File: src/rtl/iodm_pkg.sv
package iodm_pkg;

   localparam int unsigned GROUP_COUNT = 8;
   localparam int unsigned PORT_W      = 16;

   typedef enum logic [2:0] {
      GRP_CTL_E3  = 3'd0,
      GRP_PROG    = 3'd1,
      GRP_CFG     = 3'd2,
      GRP_SERIAL  = 3'd3,
      GRP_UART    = 3'd4,
      GRP_SOUND   = 3'd5,
      GRP_VIDEO   = 3'd6,
      GRP_SELECT  = 3'd7
   } grp_e;

   typedef logic [PORT_W-1:0] port_t;

   // Fixed-address match for one group; group GRP_PROG is handled elsewhere.
   function automatic logic fixed_hit(input int unsigned grp, input port_t a);
      logic [7:0] lo;
      lo = a[7:0];
      case (grp)
         0: fixed_hit = (lo == 8'hE3);
         2: fixed_hit = (a == 16'h103B) || (a == 16'h113B);
         3: fixed_hit = (lo == 8'hE7) || (lo == 8'hEB);
         4: fixed_hit = (a == 16'h133B) || (a == 16'h143B) || (a == 16'h153B);
         5: fixed_hit = (a == 16'hFADF) || (a == 16'hFBDF) || (a == 16'hFFDF);
         6: fixed_hit = (lo == 8'h57) || (lo == 8'h5B) || (a == 16'h303B);
         7: fixed_hit = (a == 16'h123B);
         default: fixed_hit = 1'b0;
      endcase
   endfunction

endpackage

File: src/rtl/iodm_regfile.sv
module iodm_regfile #(
   parameter int unsigned IDX_W         = 8,
   parameter int unsigned NUM_BYTES     = 4,
   parameter int unsigned EN_BASE       = 'h82,
   parameter int unsigned MASK_BASE     = 'h86,
   parameter int unsigned PROTECT_LIMIT = 'h7F,
   parameter int unsigned KEEP_BIT      = 31
) (
   input  logic                   clk,
   input  logic                   rst_n,
   input  logic                   soft_rst,
   input  logic [IDX_W-1:0]       reg_idx,
   input  logic                   reg_wr,
   input  logic                   reg_copro,
   input  logic [7:0]             reg_wdata,
   output logic [7:0]             reg_rdata,
   output logic [NUM_BYTES*8-1:0] en_q,
   output logic [NUM_BYTES*8-1:0] mask_q
);

   localparam int unsigned VEC_W   = NUM_BYTES * 8;
   localparam int unsigned IDX_MAX = (1 << IDX_W) - 1;

   if (NUM_BYTES < 1) begin : g_bad_bytes
      $error("iodm_regfile: NUM_BYTES must be at least 1");
   end
   if (KEEP_BIT >= VEC_W) begin : g_bad_keep
      $error("iodm_regfile: KEEP_BIT outside the enable vector");
   end
   if (EN_BASE + NUM_BYTES - 1 > IDX_MAX || MASK_BASE + NUM_BYTES - 1 > IDX_MAX) begin : g_bad_range
      $error("iodm_regfile: register window exceeds index space");
   end
   if (!(EN_BASE + NUM_BYTES <= MASK_BASE || MASK_BASE + NUM_BYTES <= EN_BASE)) begin : g_bad_overlap
      $error("iodm_regfile: enable and mask windows overlap");
   end

   logic protected_wr;
   logic wr_ok;
   logic keep_mask;

   assign protected_wr = reg_copro && (int'(reg_idx) > int'(PROTECT_LIMIT));
   assign wr_ok        = reg_wr && !soft_rst && !protected_wr;
   assign keep_mask    = en_q[KEEP_BIT];

   for (genvar b = 0; b < NUM_BYTES; b++) begin : g_byte
      logic       en_sel;
      logic       mask_sel;
      logic [7:0] en_b;
      logic [7:0] mask_b;

      assign en_sel   = (reg_idx == IDX_W'(EN_BASE + b));
      assign mask_sel = (reg_idx == IDX_W'(MASK_BASE + b));

      always_ff @(posedge clk or negedge rst_n) begin
         if (!rst_n) begin
            en_b <= 8'hFF;
         end else if (wr_ok && en_sel) begin
            en_b <= reg_wdata;
         end
      end

      always_ff @(posedge clk or negedge rst_n) begin
         if (!rst_n) begin
            mask_b <= 8'hFF;
         end else if (soft_rst) begin
            if (!keep_mask) begin
               mask_b <= 8'hFF;
            end
         end else if (wr_ok && mask_sel) begin
            mask_b <= reg_wdata;
         end
      end

      assign en_q[b*8 +: 8]   = en_b;
      assign mask_q[b*8 +: 8] = mask_b;
   end

   always_comb begin
      reg_rdata = 8'h00;
      for (int unsigned k = 0; k < NUM_BYTES; k++) begin
         if (reg_idx == IDX_W'(EN_BASE + k)) begin
            reg_rdata = en_q[k*8 +: 8];
         end
         if (reg_idx == IDX_W'(MASK_BASE + k)) begin
            reg_rdata = mask_q[k*8 +: 8];
         end
      end
   end

endmodule

File: src/rtl/iodm_port_match.sv
module iodm_port_match #(
   parameter int unsigned ADDR_W     = 16,
   parameter int unsigned NUM_GROUPS = 8
) (
   input  logic [ADDR_W-1:0]     io_addr,
   input  logic [ADDR_W-1:0]     prog_port_a,
   input  logic [ADDR_W-1:0]     prog_port_b,
   output logic [NUM_GROUPS-1:0] hit
);

   if (ADDR_W != iodm_pkg::PORT_W) begin : g_bad_addr
      $error("iodm_port_match: ADDR_W must equal the 16-bit port width");
   end
   if (NUM_GROUPS != iodm_pkg::GROUP_COUNT) begin : g_bad_groups
      $error("iodm_port_match: NUM_GROUPS must match the group table");
   end

   for (genvar g = 0; g < NUM_GROUPS; g++) begin : g_grp
      if (g == int'(iodm_pkg::GRP_PROG)) begin : g_prog
         assign hit[g] = (io_addr == prog_port_a) || (io_addr == prog_port_b);
      end else begin : g_fixed
         assign hit[g] = iodm_pkg::fixed_hit(g, io_addr);
      end
   end

endmodule

File: src/rtl/iodm_claim.sv
module iodm_claim #(
   parameter int unsigned NUM_GROUPS = 8,
   parameter bit          LOW_FIRST  = 1'b1
) (
   input  logic                  io_req,
   input  logic                  bus_on,
   input  logic [NUM_GROUPS-1:0] hit,
   input  logic [NUM_GROUPS-1:0] en_grp,
   input  logic [NUM_GROUPS-1:0] mask_grp,
   output logic [NUM_GROUPS-1:0] int_sel,
   output logic                  expand_fwd
);

   logic [NUM_GROUPS-1:0] eff;
   logic [NUM_GROUPS-1:0] winner;
   logic [NUM_GROUPS-1:0] claim;

   assign eff = bus_on ? (en_grp & mask_grp) : en_grp;

   if (LOW_FIRST) begin : g_low_first
      always_comb begin
         logic found;
         found  = 1'b0;
         winner = '0;
         for (int unsigned i = 0; i < NUM_GROUPS; i++) begin
            if (!found && hit[i]) begin
               winner[i] = 1'b1;
               found     = 1'b1;
            end
         end
      end
   end else begin : g_high_first
      always_comb begin
         logic found;
         found  = 1'b0;
         winner = '0;
         for (int i = NUM_GROUPS - 1; i >= 0; i--) begin
            if (!found && hit[i]) begin
               winner[i] = 1'b1;
               found     = 1'b1;
            end
         end
      end
   end

   assign claim      = winner & eff;
   assign int_sel    = io_req ? claim : '0;
   assign expand_fwd = io_req && bus_on && (claim == '0);

endmodule

File: src/rtl/io_decode_filter.sv
module io_decode_filter #(
   parameter int unsigned ADDR_W        = 16,
   parameter int unsigned IDX_W         = 8,
   parameter int unsigned NUM_BYTES     = 4,
   parameter int unsigned NUM_GROUPS    = 8,
   parameter int unsigned GROUP_LSB     = 8,
   parameter int unsigned EN_BASE       = 'h82,
   parameter int unsigned MASK_BASE     = 'h86,
   parameter int unsigned PROTECT_LIMIT = 'h7F,
   parameter int unsigned KEEP_BIT      = 31,
   parameter bit          LOW_FIRST     = 1'b1
) (
   input  logic                  clk,
   input  logic                  rst_n,
   input  logic                  soft_rst,
   input  logic [IDX_W-1:0]      reg_idx,
   input  logic                  reg_wr,
   input  logic                  reg_copro,
   input  logic [7:0]            reg_wdata,
   output logic [7:0]            reg_rdata,
   input  logic                  bus_on,
   input  logic                  io_req,
   input  logic [ADDR_W-1:0]     io_addr,
   input  logic [ADDR_W-1:0]     prog_port_a,
   input  logic [ADDR_W-1:0]     prog_port_b,
   output logic [NUM_GROUPS-1:0] int_sel,
   output logic                  expand_fwd
);

   localparam int unsigned VEC_W = NUM_BYTES * 8;

   if (GROUP_LSB + NUM_GROUPS > VEC_W) begin : g_bad_slice
      $error("io_decode_filter: group slice exceeds vector width");
   end

   logic [VEC_W-1:0]      en_q;
   logic [VEC_W-1:0]      mask_q;
   logic [NUM_GROUPS-1:0] hit;

   iodm_regfile #(
      .IDX_W         (IDX_W),
      .NUM_BYTES     (NUM_BYTES),
      .EN_BASE       (EN_BASE),
      .MASK_BASE     (MASK_BASE),
      .PROTECT_LIMIT (PROTECT_LIMIT),
      .KEEP_BIT      (KEEP_BIT)
   ) u_regs (
      .clk       (clk),
      .rst_n     (rst_n),
      .soft_rst  (soft_rst),
      .reg_idx   (reg_idx),
      .reg_wr    (reg_wr),
      .reg_copro (reg_copro),
      .reg_wdata (reg_wdata),
      .reg_rdata (reg_rdata),
      .en_q      (en_q),
      .mask_q    (mask_q)
   );

   iodm_port_match #(
      .ADDR_W     (ADDR_W),
      .NUM_GROUPS (NUM_GROUPS)
   ) u_match (
      .io_addr     (io_addr),
      .prog_port_a (prog_port_a),
      .prog_port_b (prog_port_b),
      .hit         (hit)
   );

   iodm_claim #(
      .NUM_GROUPS (NUM_GROUPS),
      .LOW_FIRST  (LOW_FIRST)
   ) u_claim (
      .io_req     (io_req),
      .bus_on     (bus_on),
      .hit        (hit),
      .en_grp     (en_q[GROUP_LSB +: NUM_GROUPS]),
      .mask_grp   (mask_q[GROUP_LSB +: NUM_GROUPS]),
      .int_sel    (int_sel),
      .expand_fwd (expand_fwd)
   );

endmodule

File: config.mk
export PLATFORM = sky130hd
export DESIGN_NAME = io_decode_filter
export DESIGN_NICKNAME = d
export VERILOG_FILES = /design/src/rtl/iodm_pkg.sv /design/src/rtl/iodm_regfile.sv /design/src/rtl/iodm_port_match.sv /design/src/rtl/iodm_claim.sv /design/src/rtl/io_decode_filter.sv
export SDC_FILE = /design/constraint.sdc
export NUM_CORES = 1
export LEC_CHECK = 0
export BUFFER_PORTS_ARGS = -buffer_cell sky130_fd_sc_hd__buf_2
export CAP_MARGIN = 20
export CORE_ASPECT_RATIO = 2
export CORE_MARGIN = 8
export CORE_UTILIZATION = 60
export DETAILED_ROUTE_END_ITERATION = 10
export GPL_ROUTABILITY_DRIVEN = 1
export MAX_ROUTING_LAYER = met4
export PLACE_DENSITY = 0.86
export REMOVE_ABC_BUFFERS = 1
export SETUP_SLACK_MARGIN = 0.02
export SYNTH_ARGS = -nofsm -noshare
export SYNTH_HDL_FRONTEND = slang
export SYNTH_HIERARCHICAL = 1
export SYNTH_SLANG_ARGS = --single-unit
File: constraint.sdc
create_clock -name clk -period 6 [get_ports clk]
set_input_delay 0.3 -clock clk [delete_from_list [all_inputs] [get_ports clk]]
set_output_delay 0.3 -clock clk [all_outputs]
set_load 0.02 [all_outputs]
# Word-level counts from Yosys, hierarchy flattened

Cells that the tools add are included.

Output and inout bits: 17
Bits of input ports: 71
Register bits after elaboration: 64

Multiplexer cells: 33
Equality and inequality tests: 26
Order comparisons: 1
Bitwise gates (word level): 2
Reduce and logical (&&, ||, !) cells: 47

Operator list:

| operator                                                                         | number |
|---|---|
| 8-bit 2-to-1 mux                                                                 | 19 |
| 16-bit by 13-bit == test with 1-bit output (second input constant)               | 6 |
| 8-bit == test (second input constant)                                            | 11 |
| 16-bit == test (second input constant)                                           | 3 |
| 16-bit == test                                                                   | 2 |
| 1-bit logical AND                                                                | 20 |
| 8-bit AND                                                                        | 2 |
| 16-bit by 14-bit == test with 1-bit output (second input constant)               | 1 |
| 8-bit by 7-bit == test with 1-bit output (second input constant)                 | 2 |
| 1-bit 2-to-1 mux                                                                 | 14 |
| 1-bit logical NOT                                                                | 9 |
| 1-bit logical OR                                                                 | 9 |
| 8-bit by 7-bit greater-than comparator with 1-bit output (second input constant) | 1 |
| 8-bit logical NOT                                                                | 1 |
| 2-bit AND reduction                                                              | 4 |
| 2-bit nonzero test                                                               | 4 |
| 2-bit != test (second input constant)                                            | 1 |

# Longest topological paths before layout

Depth after elaboration: 26
Mapped depth: 9
Gate-level depth less buffers: 8

# Cells and area by module

The synthesis kept the hierarchy.

Modules (own cells, without submodules):

| module          | instances | cells an instance | area each (µm²) |
|---|---|---|---|
| iodm_regfile    | 1         | 352               | 3684.8 |
| iodm_port_match | 1         | 73                | 574.3 |
| iodm_claim      | 1         | 32                | 219.0 |

# Worst setup path before layout

Ideal clock, no wire load.

Kind: input -> output
From: in io_addr[7]
To: out expand_fwd
Arrival: 2.491 ns
Cell stages on the path: 9
Path slack: 3.209 ns
Path through: buf_6 > nor4b_4 > nand3_1 > or2_4 > nor3_1 > nor3_1 > o2111a_1 > or4_4 > nor4_2

Elaborated cells on any way between the ends: 57
Classes of those cells: 17 x eq/ne; 14 x mux; 1 x bitwise; 25 x reduce/logical

RTL lines:

| element                                    | line                   | source |
|---|---|---|
| from (decl)                                | io_decode_filter.sv:23 | `input logic [ADDR_W-1:0] io_addr,` |
| 16-bit by 13-bit == test with 1-bit output | iodm_pkg.sv:25         | `2: fixed_hit = (a == 16'h103B) \|\| (a == 16'h113B);` |
| 1-bit logical OR *                         | iodm_pkg.sv:25         |  |
| via hit[2]                                 | io_decode_filter.sv:38 | `logic [NUM_GROUPS-1:0] hit;` |
| 1-bit logical AND *                        | iodm_claim.sv:26       | `if (!found && hit[i]) begin` |
| 1-bit 2-to-1 mux                           | iodm_claim.sv:26       |  |
| 1-bit logical NOT                          | iodm_claim.sv:26       |  |
| 1-bit logical AND                          | iodm_claim.sv:26       |  |
| 1-bit 2-to-1 mux                           | iodm_claim.sv:26       |  |
| (+7 left out)                              | --                     |  |
| 1-bit logical AND                          | iodm_claim.sv:26       |  |
| 1-bit 2-to-1 mux                           | iodm_claim.sv:26       |  |
| 1-bit logical NOT                          | iodm_claim.sv:26       |  |
| 1-bit logical AND                          | iodm_claim.sv:26       |  |
| 1-bit 2-to-1 mux                           | iodm_claim.sv:26       |  |
| 8-bit AND *                                | iodm_claim.sv:46       | `assign claim = winner & eff;` |
| 8-bit logical NOT *                        | iodm_claim.sv:48       | `assign expand_fwd = io_req && bus_on && (claim == '0);` |
| 1-bit logical AND *                        | iodm_claim.sv:48       |  |
| to (decl)                                  | io_decode_filter.sv:27 | `output logic expand_fwd` |

Mark *: on every way through the listed nets, which the timed path passes. The rest lies on a longest branch.

# Worst setup path in the final report

Same ends and word-level chain as after synthesis.

==> impl_metrics.toml <==
[status]
outcome = "finished clean"

[floorplan]
fp-row-count = 44
io_pins = 88
core_area_um2 = 7270
die_x_um = 77.1
start_util_pct = 61.6
dieArea_um2 = 10700
die_h_um = 138

[cells_and_area]
final_core_util_pct = 71.1
n_antenna_cell = 0
final_cell_count_no_fill = 621
syn2layout_area_growth_pct = 15.4
layout-drive-gt1-share_pct = 42.9
fin_nets = 597

[setup_path]
start_kind = "input pin"
critPathKind = "in -> out"
rr_endpoint = "u_regs/g_byte[3].mask_b[0]"
critPathRequiredTime_ps = 5700
arrival_ps = 3140
rr_worst_depth = 3
endpoint_kind = "output port"
cp_max_fo = 6
rr_startpoint = "u_regs/g_byte[3].en_b[7]"
ff2ff_setup_slack_ps = 4410

[clock_tree]
cts_setup_buffers = 0
cts-resized-gates = 0
clockBufferDepth = 2
cts_tree = "yes"
clock_sinks = 64
holdBufCountCts = 0
path_clk_slew_ps = 50
worstSkewPairLatency_ps = 330
cts_made_buffers = 9
h-tree-depth = 3
clock-root-buffer = "clkbuf_16"

[synthesis]
ys.flop_type = "dfstp_2"
synth_top_family_by_area = "compound AO/OA/AOI/OAI gates"
avgSynthCellArea_um2 = 9.80
ys_seq_area_share_pct = 37.6
synthTopCellsByCount = "dfstp_2, mux2_2, inv_1"
synthAdderAreaFrac_pct = 0
synth_top_cell_by_area = "dfstp_2"
async_flop_share_pct = 100
synth_xor_area_share_pct = 6.45
synthSimpleGateAreaFrac_pct = 18.1
synth_compound_area_share_pct = 21.3
ys_seq_elements = 64
yosysUniqueCellTypes = 66
synth_area_um2 = 4480
yosysMostFrequentCell = "dfstp_2"
yosysTopAreaCellShare_pct = 37.6
ys_warn_count = 6
muxShareOfSynthArea_pct = 10.8
synthCells = 457
synth_edf_count = 0
synth_area_leaders = "dfstp_2, mux2_2, xor2_1, a221oi_1, a211oi_1"

[global_route]
grt_pass1_wl_mm = 24.2
gr-total-overflow = 0
antenna_found_initial = 0
grt_max_degree = 65
grt_pass1_vias = 4510
grt.total_usage_pct = 29.9

[drt]
drt-vias-per-instance = 6.94
drc = 0
dr.pass1.iters = 8
wire_per_inst_um = 25.3
dr_total_vias = 4311
drtIter0Drc = 326
ant_nets = 0
drt_wl_total_mm = 15.7

[sta]
post-route-period-util_pct = 57.4
slew_violations = 0
period_minus_slack_ps = 3440
final.setup.tns_ps = 0
hold_violations = 0
skew_ps = 2.20
final-setup-viol-count = 0
slew_headroom_pct = 17.6
rsz0062_at_grt = "false"
worstMarginPinSlew_ps = 1230
max_freq_ghz = 0.290

[worst_hold_path]
min_to = "u_regs/g_byte[0].en_b[6]"
hold_start = "reg_wdata[6]"
hold_path.class = "in -> reg"
hold_depth = 2

[placement]
portBuffers = 87
routabilityCongestion = 1.03
post-dp-hpwl_mm = 11.9
placed_cells = 607

[power]
total_power_w = 0.00105
p_per_area_nw_per_um2 = 203
p_leak_nw = 2.22
ir_drop_mv = 0.220

[flow_run]
drv_cap = 0
-- layout by cell type, fill, tap and decap left out, types with 10 or more instances in the layout --
cell      instances
buf_2            87
dfstp_2          64
mux2_2           36
inv_1            33
xor2_1           32
nor2_1           28
a221oi_1         22
a211oi_1         21
o21ai_0          17
nand2_1          15
a21oi_1          15
nor4_1           10
nor2b_1          10
-- cell type report --
type / instances / area (µm²)
multi-input combinational: 328 / 2540
fill: 577 / 2100
sequential: 64 / 1680
timing repair buffer: 89 / 450
clock buffer: 13 / 250
inverter: 34 / 128
tap: 92 / 115
clock inverter: 1 / 5.00
-- per-stage QoR --
step / setup slack [ps] / cell area, µm² / hold WS, ps
6_report: 2560 / 5170 / 290
4_1_cts: 2740 / 5170 / 283
3_5_place_dp: 2750 / 4910 / 485
2_1_floorplan: 3330 / 4350 / 152
5_1_grt: 2550 / 5170 / 292
3_3_place_gp: 2820 / 4910 / 477
-- worst max-delay path by stage --
stage	cells past startpoint	start	to	slack, ps
2_1_floorplan	8	io_addr[11]	expand_fwd	3330
3_3_place_gp	10	io_addr[7]	expand_fwd	2820
3_5_place_dp	10	io_addr[7]	expand_fwd	2750
4_1_cts	10	io_addr[7]	expand_fwd	2740
5_1_grt	10	io_addr[7]	expand_fwd	2550
6_report	10	io_addr[7]	expand_fwd	2560
-- registers in the layout (all words and copies together), names as in the netlist --
name / count
u_regs/g_byte.en_b: 32
u_regs/g_byte.mask_b: 32
-- where the power goes --
part	total [W]	leakage (nW)	switching, W	internal, W
clock	0.000454	0.126	0.000169	0.000285
combinational	0.000149	1.42	0.0000970	0.0000520
sequential	0.000447	0.667	0.00000382	0.000443
total	0.00105	2.22	0.000270	0.000780
-- critical path, stage by stage --
cell      delay [ps]
buf_2            170
nor4b_4          350
nand3_1          170
or2_4            280
nor3_1           560
nor3_1           150
o2111a_1         190
or4_4            540
nor4_2           220
buf_2            210
-- per-layer routing --
metal	routed length [µm]	GRT usage [%]	part of all wire, %	vias to the layer above
met5	0	-	0	-
met3	1060	6.04	6.7	89
met1	5190	27.7	33	2053
met4	1310	22.1	8.3	0
li1	-	-	-	1871
met2	8180	52.4	52	298
-- kinds of logic (layout without fill, tap and decap cells) --
logic type | Yosys count | in the layout
AND/OR/NAND/NOR | 126 | 126
buffers and inverters | 65 | 137
XOR/XNOR | 33 | 33
flip-flops | 64 | 64
multiplexers | 44 | 44
AO/OA/AOI/OAI | 125 | 125
(Power assumes the default switching activity.)
